==> src/rtl/alu_flags_pkg.sv <==
package alu_flags_pkg;

   localparam int unsigned BASE_W = 8;

   typedef enum logic [3:0] {
      OP_ADD  = 4'd0,
      OP_SUB  = 4'd1,
      OP_CMP  = 4'd2,
      OP_INC  = 4'd3,
      OP_DEC  = 4'd4,
      OP_NEG  = 4'd5,
      OP_NOT  = 4'd6,
      OP_AND  = 4'd7,
      OP_OR   = 4'd8,
      OP_XOR  = 4'd9,
      OP_TEST = 4'd10
   } alu_op_e;

   localparam int unsigned POS_CF  = 0;
   localparam int unsigned POS_ONE = 1;
   localparam int unsigned POS_PF  = 2;
   localparam int unsigned POS_Z3  = 3;
   localparam int unsigned POS_AF  = 4;
   localparam int unsigned POS_Z5  = 5;
   localparam int unsigned POS_ZF  = 6;
   localparam int unsigned POS_SF  = 7;
   localparam int unsigned POS_OF  = 11;

   typedef struct packed {
      logic cf;
      logic pf;
      logic af;
      logic zf;
      logic sf;
      logic of;
   } stat_bits_t;

endpackage

==> src/rtl/alu_operand_sel.sv <==
module alu_operand_sel #(
   parameter int NUM_SIZES = 3,
   parameter int IMM_W     = 8,
   localparam int DATA_W   = alu_flags_pkg::BASE_W << (NUM_SIZES - 1)
) (
   input  logic [1:0]        op_size,
   input  logic              imm_sel,
   input  logic [DATA_W-1:0] src_a,
   input  logic [DATA_W-1:0] src_b,
   input  logic [IMM_W-1:0]  imm_val,
   output logic [1:0]        sz_idx,
   output logic [DATA_W-1:0] size_mask,
   output logic [DATA_W-1:0] opnd_a,
   output logic [DATA_W-1:0] opnd_b
);
   import alu_flags_pkg::*;

   logic [DATA_W-1:0] imm_ext;
   int unsigned       width_sel;

   always_comb begin
      if (32'(op_size) >= 32'(NUM_SIZES)) sz_idx = 2'(NUM_SIZES - 1);
      else                                sz_idx = op_size;
      width_sel = BASE_W << sz_idx;
      size_mask = {DATA_W{1'b1}} >> (DATA_W - width_sel);
   end

   assign imm_ext = DATA_W'(signed'(imm_val));
   assign opnd_a  = src_a & size_mask;
   assign opnd_b  = (imm_sel ? imm_ext : src_b) & size_mask;

endmodule

==> src/rtl/alu_addsub.sv <==
module alu_addsub #(
   parameter int NUM_SIZES = 3,
   localparam int DATA_W   = alu_flags_pkg::BASE_W << (NUM_SIZES - 1)
) (
   input  logic [1:0]        sz_idx,
   input  logic [DATA_W-1:0] add_a,
   input  logic [DATA_W-1:0] add_b,
   input  logic              do_sub,
   output logic [DATA_W-1:0] sum,
   output logic              carry,
   output logic              adjust,
   output logic              ovf
);
   import alu_flags_pkg::*;

   logic [DATA_W-1:0] b_inv;
   logic [DATA_W-1:0] lane_sum [NUM_SIZES];
   logic              lane_co  [NUM_SIZES];
   logic              lane_ov  [NUM_SIZES];

   assign b_inv = do_sub ? ~add_b : add_b;

   for (genvar gi = 0; gi < NUM_SIZES; gi++) begin : g_lane
      localparam int LW = BASE_W << gi;
      logic [LW:0] wide;
      assign wide         = {1'b0, add_a[LW-1:0]} + {1'b0, b_inv[LW-1:0]} + {{LW{1'b0}}, do_sub};
      assign lane_sum[gi] = DATA_W'(wide[LW-1:0]);
      assign lane_co[gi]  = wide[LW];
      assign lane_ov[gi]  = (add_a[LW-1] == b_inv[LW-1]) && (wide[LW-1] != add_a[LW-1]);
   end

   assign sum    = lane_sum[sz_idx];
   assign carry  = lane_co[sz_idx] ^ do_sub;
   assign ovf    = lane_ov[sz_idx];
   assign adjust = add_a[4] ^ add_b[4] ^ sum[4];

endmodule

==> src/rtl/alu_flag_merge.sv <==
module alu_flag_merge #(
   parameter int FLAGS_W = 32
) (
   input  logic [FLAGS_W-1:0]      flags_in,
   input  alu_flags_pkg::stat_bits_t new_bits,
   input  alu_flags_pkg::stat_bits_t upd_bits,
   output logic [FLAGS_W-1:0]      flags_out
);
   import alu_flags_pkg::*;

   always_comb begin
      flags_out = flags_in;
      if (upd_bits.cf) flags_out[POS_CF] = new_bits.cf;
      if (upd_bits.pf) flags_out[POS_PF] = new_bits.pf;
      if (upd_bits.af) flags_out[POS_AF] = new_bits.af;
      if (upd_bits.zf) flags_out[POS_ZF] = new_bits.zf;
      if (upd_bits.sf) flags_out[POS_SF] = new_bits.sf;
      if (upd_bits.of) flags_out[POS_OF] = new_bits.of;
      flags_out[POS_ONE] = 1'b1;
      flags_out[POS_Z3]  = 1'b0;
      flags_out[POS_Z5]  = 1'b0;
   end

endmodule

==> src/rtl/alu_flags_core.sv <==
module alu_flags_core #(
   parameter int NUM_SIZES = 3,
   parameter int IMM_W     = 8,
   parameter int FLAGS_W   = 32,
   localparam int DATA_W   = alu_flags_pkg::BASE_W << (NUM_SIZES - 1)
) (
   input  logic [3:0]         op_code,
   input  logic [1:0]         op_size,
   input  logic               imm_sel,
   input  logic [DATA_W-1:0]  src_a,
   input  logic [DATA_W-1:0]  src_b,
   input  logic [IMM_W-1:0]   imm_val,
   input  logic [FLAGS_W-1:0] flags_in,
   output logic [DATA_W-1:0]  result,
   output logic               wr_en,
   output logic [FLAGS_W-1:0] flags_out
);
   import alu_flags_pkg::*;

   if (NUM_SIZES < 1 || NUM_SIZES > 3) begin : g_bad_sizes
      $error("NUM_SIZES must be 1..3");
   end
   if (IMM_W < 1 || IMM_W > BASE_W) begin : g_bad_imm
      $error("IMM_W must be 1..8");
   end
   if (FLAGS_W < POS_OF + 1) begin : g_bad_flags
      $error("FLAGS_W too small for the overflow position");
   end

   alu_op_e           op;
   logic [1:0]        sz_idx;
   logic [DATA_W-1:0] size_mask, opnd_a, opnd_b;
   logic [DATA_W-1:0] add_a, add_b, sum;
   logic              do_sub, carry, adjust, ovf;
   logic [DATA_W-1:0] val;
   logic              val_top;
   stat_bits_t        new_bits, upd_bits;

   assign op = alu_op_e'(op_code);

   alu_operand_sel #(.NUM_SIZES(NUM_SIZES), .IMM_W(IMM_W)) opsel_i (
      .op_size  (op_size),
      .imm_sel  (imm_sel),
      .src_a    (src_a),
      .src_b    (src_b),
      .imm_val  (imm_val),
      .sz_idx   (sz_idx),
      .size_mask(size_mask),
      .opnd_a   (opnd_a),
      .opnd_b   (opnd_b)
   );

   always_comb begin
      add_a  = opnd_a;
      add_b  = opnd_b;
      do_sub = 1'b0;
      unique case (op)
         OP_SUB, OP_CMP: do_sub = 1'b1;
         OP_INC:         add_b  = DATA_W'(1);
         OP_DEC: begin
            add_b  = DATA_W'(1);
            do_sub = 1'b1;
         end
         OP_NEG: begin
            add_a  = '0;
            add_b  = opnd_a;
            do_sub = 1'b1;
         end
         default: ;
      endcase
   end

   alu_addsub #(.NUM_SIZES(NUM_SIZES)) addsub_i (
      .sz_idx(sz_idx),
      .add_a (add_a),
      .add_b (add_b),
      .do_sub(do_sub),
      .sum   (sum),
      .carry (carry),
      .adjust(adjust),
      .ovf   (ovf)
   );

   always_comb begin
      val      = '0;
      wr_en    = 1'b0;
      upd_bits = '0;
      unique case (op)
         OP_ADD, OP_SUB, OP_NEG: begin
            val      = sum;
            wr_en    = 1'b1;
            upd_bits = '1;
         end
         OP_CMP: begin
            val      = sum;
            upd_bits = '1;
         end
         OP_INC, OP_DEC: begin
            val         = sum;
            wr_en       = 1'b1;
            upd_bits    = '1;
            upd_bits.cf = 1'b0;
         end
         OP_NOT: begin
            val   = ~opnd_a & size_mask;
            wr_en = 1'b1;
         end
         OP_AND, OP_OR, OP_XOR: begin
            val      = (op == OP_AND) ? (opnd_a & opnd_b) :
                       (op == OP_OR)  ? (opnd_a | opnd_b) : (opnd_a ^ opnd_b);
            wr_en    = 1'b1;
            upd_bits = '1;
         end
         OP_TEST: begin
            val      = opnd_a & opnd_b;
            upd_bits = '1;
         end
         default: ;
      endcase
   end

   assign val_top = val[(BASE_W << sz_idx) - 1];

   always_comb begin
      new_bits.pf = ~^val[BASE_W-1:0];
      new_bits.zf = (val == '0);
      new_bits.sf = val_top;
      if (op == OP_AND || op == OP_OR || op == OP_XOR || op == OP_TEST) begin
         new_bits.cf = 1'b0;
         new_bits.af = 1'b0;
         new_bits.of = 1'b0;
      end else begin
         new_bits.cf = carry;
         new_bits.af = adjust;
         new_bits.of = ovf;
      end
   end

   alu_flag_merge #(.FLAGS_W(FLAGS_W)) merge_i (
      .flags_in (flags_in),
      .new_bits (new_bits),
      .upd_bits (upd_bits),
      .flags_out(flags_out)
   );

   assign result = val;

endmodule

==> config.mk <==
export PLATFORM = sky130hd
export DESIGN_NAME = alu_flags_core
export DESIGN_NICKNAME = d
export VERILOG_FILES = /design/src/rtl/alu_flags_pkg.sv /design/src/rtl/alu_operand_sel.sv /design/src/rtl/alu_addsub.sv /design/src/rtl/alu_flag_merge.sv /design/src/rtl/alu_flags_core.sv
export SDC_FILE = /design/constraint.sdc
export NUM_CORES = 1
export LEC_CHECK = 0
export BUFFER_PORTS_ARGS = -buffer_cell sky130_fd_sc_hd__buf_2
export CORE_ASPECT_RATIO = 1.1
export CORE_MARGIN = 4
export CORE_UTILIZATION = 45
export DETAILED_ROUTE_END_ITERATION = 12
export PLACE_DENSITY_LB_ADDON = 0.1
export SLEW_MARGIN = 20
export SYNTH_ARGS = -nofsm -noshare
export SYNTH_HDL_FRONTEND = slang
export SYNTH_SLANG_ARGS = --single-unit
==> constraint.sdc <==
create_clock -name vclk -period 8.9
set_input_delay 0.445 -clock vclk [all_inputs]
set_output_delay 0.445 -clock vclk [all_outputs]
set_load 0.01 [all_outputs]
### Word-level counts from Yosys, hierarchy flattened

Cells that the tools add are included.

| storage, ports and cells | value |
|---|---|
| bits of input ports | 111 |
| word-level logic and storage cells | 87 |
| bits in registers | 0 |
| output and inout bits | 65 |

| cells by class | value |
|---|---|
| equality and inequality tests | 16 |
| add/subtract/negate cells | 8 |
| shifts and indexed selects | 2 |
| reductions and logical operators | 15 |
| bitwise operators | 12 |
| mux-type cells | 31 |
| magnitude comparators | 3 |

Operators by type and width:

| cell | count |
|---|---|
| 32-bit two-way mux | 7 |
| 32-bit bitwise AND | 4 |
| 32-bit one-hot mux with 4 select lines | 1 |
| 32-bit binary-select mux with 2-bit select | 1 |
| 32-bit inverter | 2 |
| 32-bit one-hot mux with 2 select lines | 1 |
| 32-bit by 32-bit adder with 33-bit output | 1 |
| 33-bit by 1-bit adder with 33-bit output | 1 |
| 32-bit zero test | 1 |
| 32-bit by 6-bit less-than comparator with 1-bit output, second input constant | 1 |
| 32-bit bitwise OR | 1 |
| 4-bit by 2-bit left shift with 32-bit output, first input constant | 1 |
| 32-bit by 32-bit right shift with 32-bit output, first input constant | 1 |
| 32-bit by 1-bit subtractor with 32-bit output, second input constant | 1 |
| 6-bit by 32-bit subtractor with 32-bit output, first input constant | 1 |
| 32-bit bitwise XOR | 1 |
| 16-bit by 16-bit adder with 17-bit output | 1 |
| 17-bit by 1-bit adder with 17-bit output | 1 |
| 4-bit by 3-bit equality test with 1-bit output, second input constant | 4 |
| 1-bit two-way mux | 16 |
| 4-bit equality test, second input constant | 3 |
| 6-bit one-hot mux with 2 select lines | 1 |
| 8-bit by 8-bit adder with 9-bit output | 1 |
| 9-bit by 1-bit adder with 9-bit output | 1 |
| 21 further kinds | 33 |

### Depth between registers and ports, before layout

Gate-level depths: netlist of the first run.

| logic depth | value |
|---|---|
| word-level depth | 18 |
| depth in mapped cells | 23 |
| mapped depth without buffers | 21 |

### Cells and area by module

Synthesis of the first run repeated with hierarchy kept, for this count alone.

| second synthesis, totals | value |
|---|---|
| cell total of the unflattened synthesis | 972 |
| area, all modules | 6790.3 um^2 |

By module, submodules not included:

| module | area an instance (um^2) | times used | cells each | seq. area each (um^2) |
|---|---|---|---|---|
| alu_flags_core | 3091.7 | 1 | 433 | 0.0 |
| alu_addsub | 2479.9 | 1 | 370 | 0.0 |
| alu_operand_sel | 925.9 | 1 | 135 | 0.0 |
| alu_flag_merge | 292.8 | 1 | 34 | 0.0 |

### Least setup slack after synthesis of the first run

OpenSTA, ideal clock, no wires.

| timing path | value |
|---|---|
| path type | in2out |
| start | input port op_code[3] |
| end | output port flags_out[6] |
| buffers on the path | 4 |
| cell stages on the path | 23 |
| slack | 3533 ps |
| arrival | 4922 ps |
| required time | 8455 ps |
| cells stage by stage | buf_2 > buf_2 > or3b_2 > clkbuf_1 > buf_1 > xor2_1 > ha_1 > nand2_1 > nor4b_1 > mux2i_1 > a21oi_1 > nand2b_1 > a21o_1 > mux2i_1 > a21oi_1 > ha_1 > nand4_1 > nor2_1 > or4b_1 > nor4_1 > and4_1 > nand4_1 > o31ai_2 |

| between the ends | value |
|---|---|
| cells in the longest elaborated chain, start to end | 13 |
| elaborated cells between the ends (all ways) | 36 |

Ends and longest elaborated chain:

| element | RTL line | text |
|---|---|---|
| from (decl) | alu_flags_core.sv:7 | `input logic [3:0] op_code,` |
| 4-bit by 2-bit equality test with 1-bit output or 4-bit by 3-bit equality test with 1-bit output (tied branches) | alu_flags_core.sv:57, alu_flags_core.sv:88 |  |
| 2-bit OR reduction (no source line) | - |  |
| 32-bit one-hot mux with 2 select lines | alu_flags_core.sv:57 | `unique case (op)` |
| 32-bit inverter | alu_addsub.sv:21 | `assign b_inv = do_sub ? ~add_b : add_b;` |
| 32-bit two-way mux | alu_addsub.sv:21 |  |
| 32-bit by 32-bit adder with 33-bit output (tied with other cells) | alu_addsub.sv:26 | `assign wide = {1'b0, add_a[LW-1:0]} + {1'b0, b_inv[LW-1:0]} + {{LW{1'b0}}, do_sub};` |
| 33-bit by 1-bit adder with 33-bit output (tied with other cells) | alu_addsub.sv:26 |  |
| 32-bit binary-select mux with 2-bit select | alu_addsub.sv:32 | `assign sum = lane_sum[sz_idx];` |
| 32-bit two-way mux (not written as such) (2 in series) | alu_addsub.sv:32 |  |
| 32-bit one-hot mux with 4 select lines | alu_flags_core.sv:88 | `unique case (op)` |
| 32-bit zero test | alu_flags_core.sv:126 | `new_bits.zf = (val == '0);` |
| 1-bit two-way mux (*) | alu_flag_merge.sv:16 | `if (upd_bits.zf) flags_out[POS_ZF] = new_bits.zf;` |
| to (decl) | alu_flags_core.sv:16 | `output logic [FLAGS_W-1:0] flags_out` |

Every way passes the cells marked *; elsewhere a longest branch is shown, timed or not. The select of a mux whose other input is x is not followed.

### Worst setup path after layout of the first run

| timing path | value |
|---|---|
| start | input port op_code[0] |
| end | output port flags_out[6] |

Same word-level chain as after synthesis.

==> results of run 1 <==
[logic make-up (layout without fill, tap and decap cells)]
family / count (synthesis) / after routing / synth area share
xor+xnor: 63 / 63 / 0.0932
compound gates: 294 / 294 / 0.314
simple gates: 273 / 273 / 0.221
other cells: 2 / 3 / 0.00127
mux: 15 / 15 / 0.0283
fa+ha+maj: 100 / 100 / 0.213
buf+inv: 173 / 217 / 0.130
[synthesized netlist by cell type, types with 3 or more instances]
cell | number | area share
a211o_1 | 5 | 0.0074
a21o_1 | 9 | 0.011
a21oi_1 | 105 | 0.089
a221oi_1 | 7 | 0.010
a22oi_1 | 15 | 0.019
a31oi_1 | 3 | 0.0032
and2_1 | 8 | 0.0085
and3_1 | 3 | 0.0032
buf_1 | 14 | 0.0089
buf_2 | 8 | 0.0068
buf_4 | 28 | 0.035
clkbuf_1 | 37 | 0.023
ha_1 | 99 | 0.21
inv_1 | 85 | 0.054
mux2_2 | 6 | 0.011
mux2i_1 | 7 | 0.012
nand2_1 | 71 | 0.045
nand2b_1 | 15 | 0.016
nand3_1 | 11 | 0.0093
nand4_1 | 6 | 0.0063
nor2_1 | 101 | 0.064
nor2b_1 | 18 | 0.019
nor3_1 | 11 | 0.0093
o211ai_1 | 7 | 0.0089
o21a_1 | 5 | 0.0063
o21ai_0 | 44 | 0.037
o21ai_1 | 9 | 0.0076
o21bai_1 | 3 | 0.0038
o221ai_1 | 3 | 0.0044
o22ai_1 | 47 | 0.050
o31ai_1 | 4 | 0.0051
xnor2_1 | 36 | 0.053
xor2_1 | 27 | 0.040
[worst max-delay path, delay by kind of cell]
family | cells | cell delay [ps]
buf+inv | 3 | 1000
xor+xnor | 2 | 300
fa+ha+maj | 1 | 360
simple gates | 7 | 2660
compound gates | 5 | 1300
[routing by layer]
metal  track usage  wire length [µm]
met2         0.408              8630
met1         0.327              8660
met4        0.0366               306
met3       0.00883               848
met5             0                 0
[per-stage QoR]
stage	worst slack (ps)	std cells
global route	1900	1122
global placement	2430	1122
detailed placement	2450	1122
finish	2390	1122
floorplan	3530	921
CTS	2430	1122
[worst paths after layout]
kind,endpoint,slack [ps],cells past startpoint
worst min-delay path,flags_out[12],890,0
worst max-delay path,flags_out[6],2390,18
[report_power, final]
group          switching, mW  internal [mW]  total, mW
sequential                 0              0          0
combinational          0.332          0.225      0.557
clock                      0              0          0
total                  0.332          0.225      0.557
[final cells by class]
type,count,area share
well taps,157,0.0309
multi-input cells,748,0.812
inverters,85,0.0502
repair buffers,132,0.107
==> impl_metrics.csv, run 1 <==
group,metric,value,unit
floorplanning,rows,43,
floorplanning,die_h,128,µm
run,max-cap-violations,0,
drt,via_per_inst,5.76,
final_layout,seqCellArea,0,µm²
final_layout,n_clock_buffer,0,
sta,setup_tns,0,ps
sta,max_freq,154,MHz
placement,post-dp-hpwl,14300,µm
placement,io_buffers,124,
final_layout,fin_area,0.00635,mm²
drt,drc,0,
floorplanning,chipWidth,117,µm
sta,grt_setup_unrepaired,"no",
global_routing,grt_pass1_wl,30100,µm
global_routing,antenna_found_initial,0,
logic_synthesis,synth_cell_types,81,
final_layout,post-route-util,0.498,
power,total_power,0.557,mW
worst_hold_path,hold_start,"flags_in[12]",
final_layout,drive_above_1_share,0.167,
drt,wire_per_inst,16.4,µm
sta,period_needed,6510,ps
logic_synthesis,yosysWarnings,0,
global_routing,grtUsageTotal,0.233,
logic_synthesis,avgSynthCellArea,6.44,µm²
sta,period_share,0.731,
floorplanning,start_util,0.464,
sta,setup_viol,0,
global_routing,overflow,0,
final_layout,final_common_cell,"buf_2",
critical_path,cp-end-kind,"output port",
drt,routed_wl,18400,µm
cts,cts_setup_buffers,0,
drt,dr.pass1.iters,4,
cts,cts_hold_buf,0,
floorplanning,fp.dieArea,0.0151,mm²
critical_path,criticalPathCategory,"in -> out",
drt,drt_iter0_drc,318,
logic_synthesis,syn_inst,920,
final_layout,seq_cells,0,
final_layout,multi_input_area,0.00516,mm²
logic_synthesis,yosysSeqAreaShare,0,
outcome,status,"complete, no violations",
global_routing,grt_max_degree,70,
final_layout,final_cell_mix,"buf_2 (124), a21oi_1 (105), nor2_1 (101)",
power,p_leak,3.32,nW
critical_path,path_max_fanout,69,
cts,ctsResizeCount,0,
sta,hold_viol_final,0,
worst_hold_path,hold_class,"in -> out",
power,p_per_area,87.7,mW/mm²
critical_path,cp_slowest_cell,"nand4bb_1",
global_routing,grt_pass1_vias,6084,
placement,placed_cell_area,0.00635,mm²
drt,drt.antenna.violating_nets,0,
final_layout,nets,1178,
sta,slew_headroom,0.372,
critical_path,start_kind,"input port",
final_layout,num-fill-cells,1419,
final_layout,areaGrowthSynthToFinish,7.29,%
final_layout,diodes,0,
floorplanning,coreArea,0.0128,mm²
drt,via_count,6459,
floorplanning,io-pin-count,176,
placement,gp_congestion,0.910,
sta,slew_violations,0,
critical_path,worstPathCellList,"buf_2 -> buf_4 -> nand4bb_1 -> o22ai_1 -> xnor2_1 -> ha_1 -> a21oi_1 -> o21ai_0 -> or4_1 -> nor3_2 -> nor2_1 -> xnor2_1 -> o21ai_0 -> nor4_1 -> and4_1 -> nand4_1 -> o31ai_2 -> buf_2",
critical_path,arrival,6060,ps
power,max-vdd-ir-drop,0.0682,mV
logic_synthesis,syn_area,0.00592,mm²
sta,tightest_slew,936,ps
critical_path,critical-path-max-stage-delay,860,ps
critical_path,cp.required,8460,ps
sta,fin_hold_ws,890,ps
critical_path,crit_start,"op_code[0]",
No activity file was read; power rests on OpenSTA's default activity.
==> run 2, diff against run 1 <==
==> constraint.sdc (replaced) <==
create_clock -name vclk -period 5.9
set_input_delay 0.295 -clock vclk [all_inputs]
set_output_delay 0.295 -clock vclk [all_outputs]
set_load 0.01 [all_outputs]
==> run 2 against run 1 <==
Sequential cell count unchanged. Cell area up 1.9%. Power up 55%. Core utilization up 0.95 points. Worst setup slack worse by 1900 ps. Combinational power up 55%. Via count up 0.70%. Non-clock buffer count up 14. Routed wire length up 2.7%. Count of clock-buffer cells in the layout unchanged. Highest routed layer is now met5. First-iteration DRC count up 0.63%.
==> impl_metrics.csv, run 2 (same netlist as run 1, synthesis figures left out) <==
group,metric,value,unit
global_routing,grt_max_degree,42,
critical_path,cp.required,5610,ps
final_layout,final_common_cell,"buf_2",
final_layout,nets,1192,
placement,post-dp-hpwl,15000,µm
critical_path,cp_slowest_cell,"or3b_2",
cts,cts_setup_buffers,0,
final_layout,diodes,0,
sta,setup_viol,0,
sta,period_needed,5420,ps
sta,slew_headroom,0.357,
global_routing,overflow,0,
final_layout,seqCellArea,0,µm²
drt,dr.pass1.iters,4,
final_layout,final_cell_count_no_fill,1136,
floorplanning,io-pin-count,176,
placement,placed_cell_area,0.00646,mm²
power,p_leak,3.40,nW
sta,slew_violations,0,
final_layout,seq_cells,0,
critical_path,worstPathCellList,"buf_2 -> nor3_1 -> or3b_2 -> xor2_1 -> ha_1 -> nand2_1 -> nor4b_2 -> mux2i_1 -> a21oi_1 -> nand2b_1 -> a21o_1 -> mux2i_1 -> a21oi_1 -> ha_1 -> nand4_1 -> nor2_1 -> or4b_1 -> nor4_1 -> buf_4 -> and4_1 -> nand4_1 -> o31ai_2 -> buf_2",
floorplanning,coreArea,0.0128,mm²
placement,gp_congestion,0.896,
final_layout,final_cell_mix,"buf_2 (124), a21oi_1 (105), nor2_1 (101)",
critical_path,path_max_fanout,16,
drt,via_count,6504,
sta,hold_viol_final,0,
drt,routed_wl,18900,µm
final_layout,fin_area,0.00647,mm²
drt,drt.antenna.violating_nets,0,
final_layout,n_clock_buffer,0,
critical_path,criticalPathCategory,"in -> out",
sta,period_share,0.919,
global_routing,antenna_found_initial,1,
drt,drc,0,
power,total_power,0.863,mW
floorplanning,start_util,0.464,
outcome,status,"complete, no violations",
sta,tightest_slew,959,ps
drt,via_per_inst,5.73,
final_layout,areaGrowthSynthToFinish,9.34,%
floorplanning,die_h,128,µm
global_routing,grt_pass1_wl,30700,µm
placement,placed_cells,1136,
sta,max_freq,184,MHz
global_routing,grtUsageTotal,0.239,
placement,io_buffers,124,
run,max-cap-violations,0,
floorplanning,chipWidth,117,µm
worst_hold_path,hold_class,"in -> out",
floorplanning,rows,43,
drt,wire_per_inst,16.7,µm
critical_path,arrival,5130,ps
critical_path,cp-end-kind,"output port",
floorplanning,fp.dieArea,0.0151,mm²
global_routing,grt_pass1_vias,6067,
final_layout,drive_above_1_share,0.181,
power,p_per_area,133,mW/mm²
critical_path,start_kind,"input port",
sta,grt_setup_unrepaired,"no",
final_layout,post-route-util,0.508,
critical_path,critical-path-max-stage-delay,530,ps
sta,setup_tns,0,ps
drt,drt_iter0_drc,320,
power,max-vdd-ir-drop,0.146,mV
run 2: routing by layer:
layer | GRT usage | vias up | share of wire
met1 | 0.336 | 3013 | 0.47
met3 | 0.0137 | 12 | 0.045
li1 | - | 3315 | -
met2 | 0.422 | 162 | 0.47
met5 | 0 | - | 0.00069
met4 | 0.0200 | 2 | 0.0079
run 2: path summary, 6_finish.rpt:
| kind | start | endpoint | depth (start not counted) | slack, ps |
|---|---|---|---|---|
| max | op_code[1] | flags_out[6] | 23 | 480 |
| min | flags_in[14] | flags_out[14] | 0 | 590 |
run 2: power breakdown:
| part | leakage [nW] | internal [mW] | total, mW | switching (mW) |
|---|---|---|---|---|
| Clock | 0 | 0 | 0 | 0 |
| Sequential | 0 | 0 | 0 | 0 |
| Combinational | 3.40 | 0.351 | 0.863 | 0.512 |
| Total | 3.40 | 0.351 | 0.863 | 0.512 |
run 2: worst max-delay path: cells and delay by family:
family	cells	cell delay, ps
AND/OR/NAND/NOR	11	2490
buffers and inverters	3	570
adder cells (fa/ha/maj)	2	540
XOR/XNOR	1	190
multiplexers	2	230
AO/OA/AOI/OAI	4	810
run 2: cell type report:
type / count / area, µm²
fillers: 1390 / 6280
multi-input cells: 748 / 5170
repair buffers: 146 / 790
inverters: 85 / 319
well taps: 157 / 196
run 2: repair_timing:
action / in CTS / in global routing
endpoints found under the setup margin: 0 / 1
resized for setup: 0 / 4
hold endpoints to repair: 0 / 0
hold buffers: 0 / 0
run 2: metrics by stage:
| stage | hold WS, ps | setup WS [ps] |
|---|---|---|
| detailed placement | 590 | 387 |
| global route | 590 | 32.6 |
| floorplan | 682 | 833 |
| global placement | 590 | 460 |
| CTS | 590 | 332 |
| finish | 590 | 476 |
==> run 3, diff against run 2 <==
--- a/config.mk
+++ b/config.mk
@@ -14,4 +14,5 @@
 export SLEW_MARGIN = 20
 export SYNTH_ARGS = -nofsm -noshare
 export SYNTH_HDL_FRONTEND = slang
+export SYNTH_HIERARCHICAL = 1
 export SYNTH_SLANG_ARGS = --single-unit
==> run 3 against run 2 <==
Sequential share of layout area unchanged. Largest cell class unchanged. Largest power group unchanged. Cell area is 12% higher. Non-clock buffer count is 13 higher. Synthesized cell count rose by 5.7%. Fmax down 4.7%. Highest routed layer unchanged. Via count is 7.2% higher.
==> impl_metrics.csv, run 3 <==
group,metric,value,unit
placement,post-dp-hpwl,16800,µm
sta,max_freq,176,MHz
final_layout,drive_above_1_share,0.206,
global_routing,grt_pass1_wl,34000,µm
logic_synthesis,synth_cell_types,82,
logic_synthesis,synth.most_common_cell,"ha_1",
drt,via_per_inst,5.77,
drt,wire_per_inst,17.9,µm
placement,placed_cells,1206,
logic_synthesis,yosysWarnings,6,
floorplanning,die_h,137,µm
drt,routed_wl,21600,µm
sta,period_needed,5690,ps
sta,setup_tns,0,ps
final_layout,n_clock_buffer,0,
logic_synthesis,synthTopCellsByArea,"ha_1 (18%), buf_4 (6.4%), nand2b_1 (6.3%)",
final_layout,final_common_cell,"buf_2",
power,p_per_area,134,mW/mm²
critical_path,cp_slowest_cell,"or4_1",
sta,hold_viol_final,0,
logic_synthesis,avgSynthCellArea,6.99,µm²
critical_path,arrival,5390,ps
drt,drt_iter0_drc,539,
final_layout,seqCellArea,0,µm²
final_layout,diodes,0,
logic_synthesis,syn_area,0.00679,mm²
final_layout,final_cell_mix,"buf_2 (124), ha_1 (99), inv_1 (91)",
floorplanning,coreArea,0.0146,mm²
drt,via_count,6972,
sta,fin_hold_ws,590,ps
logic_synthesis,yosysTopAreaCellShare,0.182,
sta,slew_headroom,0.501,
sta,tightest_slew,747,ps
critical_path,crit_start,"imm_sel",
critical_path,timing.critical_path.buf_inv,3,
drt,drt.antenna.violating_nets,0,
critical_path,criticalPathCategory,"in -> out",
sta,grt_setup_unrepaired,"no",
power,total_power,0.973,mW
power,p_leak,3.82,nW
worst_hold_path,hold_class,"in -> out",
global_routing,antenna_found_initial,1,
global_routing,overflow,0,
logic_synthesis,yosysSeqAreaShare,0,
critical_path,cp-end-kind,"output port",
floorplanning,chipWidth,125,µm
floorplanning,fp.dieArea,0.0171,mm²
drt,drc,0,
final_layout,nets,1230,
drt,dr.pass1.iters,5,
final_layout,final_cell_count_no_fill,1209,
final_layout,seq_cells,0,
placement,io_buffers,124,
run,max-cap-violations,0,
sta,setup_viol,0,
logic_synthesis,syn_inst,972,
outcome,status,"complete, no violations",
global_routing,grt_max_degree,51,
placement,gp_congestion,0.923,
logic_synthesis,ys_top_cells_by_count,"ha_1 (99), inv_1 (91), nor2_1 (76)",
floorplanning,io-pin-count,176,
critical_path,start_kind,"input port",
sta,period_share,0.964,
critical_path,critical-path-max-stage-delay,490,ps
critical_path,path_max_fanout,17,
power,max-vdd-ir-drop,0.108,mV
global_routing,grt_pass1_vias,6496,
logic_synthesis,yosys.area.top_type,"ha_1",
final_layout,areaGrowthSynthToFinish,7.19,%
critical_path,worstPathCellList,"buf_2 -> buf_4 -> mux2_2 -> a22o_1 -> xor2_1 -> fa_1 -> a21o_1 -> a221o_1 -> a31o_4 -> and3b_4 -> o31a_2 -> nor3_1 -> nor3_1 -> a32o_1 -> a211o_1 -> or4_1 -> or3_1 -> nor3_2 -> mux2_4 -> buf_2",
critical_path,cp.required,5610,ps
critical_path,cp_top_family,"compound AO/OA/AOI/OAI gates",
sta,slew_violations,0,
global_routing,grtUsageTotal,0.237,
floorplanning,start_util,0.464,
floorplanning,rows,46,
worst_hold_path,hold_start,"flags_in[14]",
==> run 3: what timing repair did <==
item	CTS	global route
setup buffers	0	3
setup endpoints to repair	0	1
hold buffers	0	0
resized for setup	0	3
==> run 3: where the power goes <==
part           internal [mW]  switching [mW]  total (mW)
Combinational          0.421           0.552       0.973
Clock                      0               0           0
Sequential                 0               0           0
==> run 3: metal layers <==
metal	vias to the layer above	global-route usage	routed length, µm	share of wire
met3	28	0.0164	1200	0.055
li1	3453	-	-	-
met5	-	0	13	0.00060
met2	230	0.417	10200	0.47
met1	3259	0.327	9820	0.45
met4	2	0.0355	368	0.017
==> run 3: layout make-up <==
class	count	area, µm²
Tap cell	192	240
Multi-Input combinational cell	767	5800
Inverter	91	342
Fill cell	1575	7340
Timing Repair Buffer	159	900
==> run 3: path summary, 6_finish.rpt <==
check	to	slack, ps	cells after the start
worst max-delay path	flags_out[6]	210	20
worst min-delay path	flags_out[14]	590	0
==> run 3: logic make-up (layout without fill, tap and decap cells) <==
kind of cell,Yosys count,in the layout,synth area share
AO/OA/AOI/OAI,259,259,0.285
XOR/XNOR,56,56,0.0722
adder cells (fa/ha/maj),100,100,0.185
buffers and inverters,213,250,0.157
multiplexers,17,17,0.0308
other,3,11,0.00166
AND/OR/NAND/NOR,324,324,0.268
==> run 3: stage by stage <==
| stage | area, µm² | setup WS (ps) | utilization |
|---|---|---|---|
| 3_3_place_gp | 7250 | 204 | 0.496 |
| 6_report | 7280 | 211 | 0.498 |
| 5_1_grt | 7280 | 9.47 | 0.498 |
| 4_1_cts | 7250 | 182 | 0.496 |
| 3_5_place_dp | 7250 | 189 | 0.496 |
| 2_1_floorplan | 6820 | 55.4 | - |
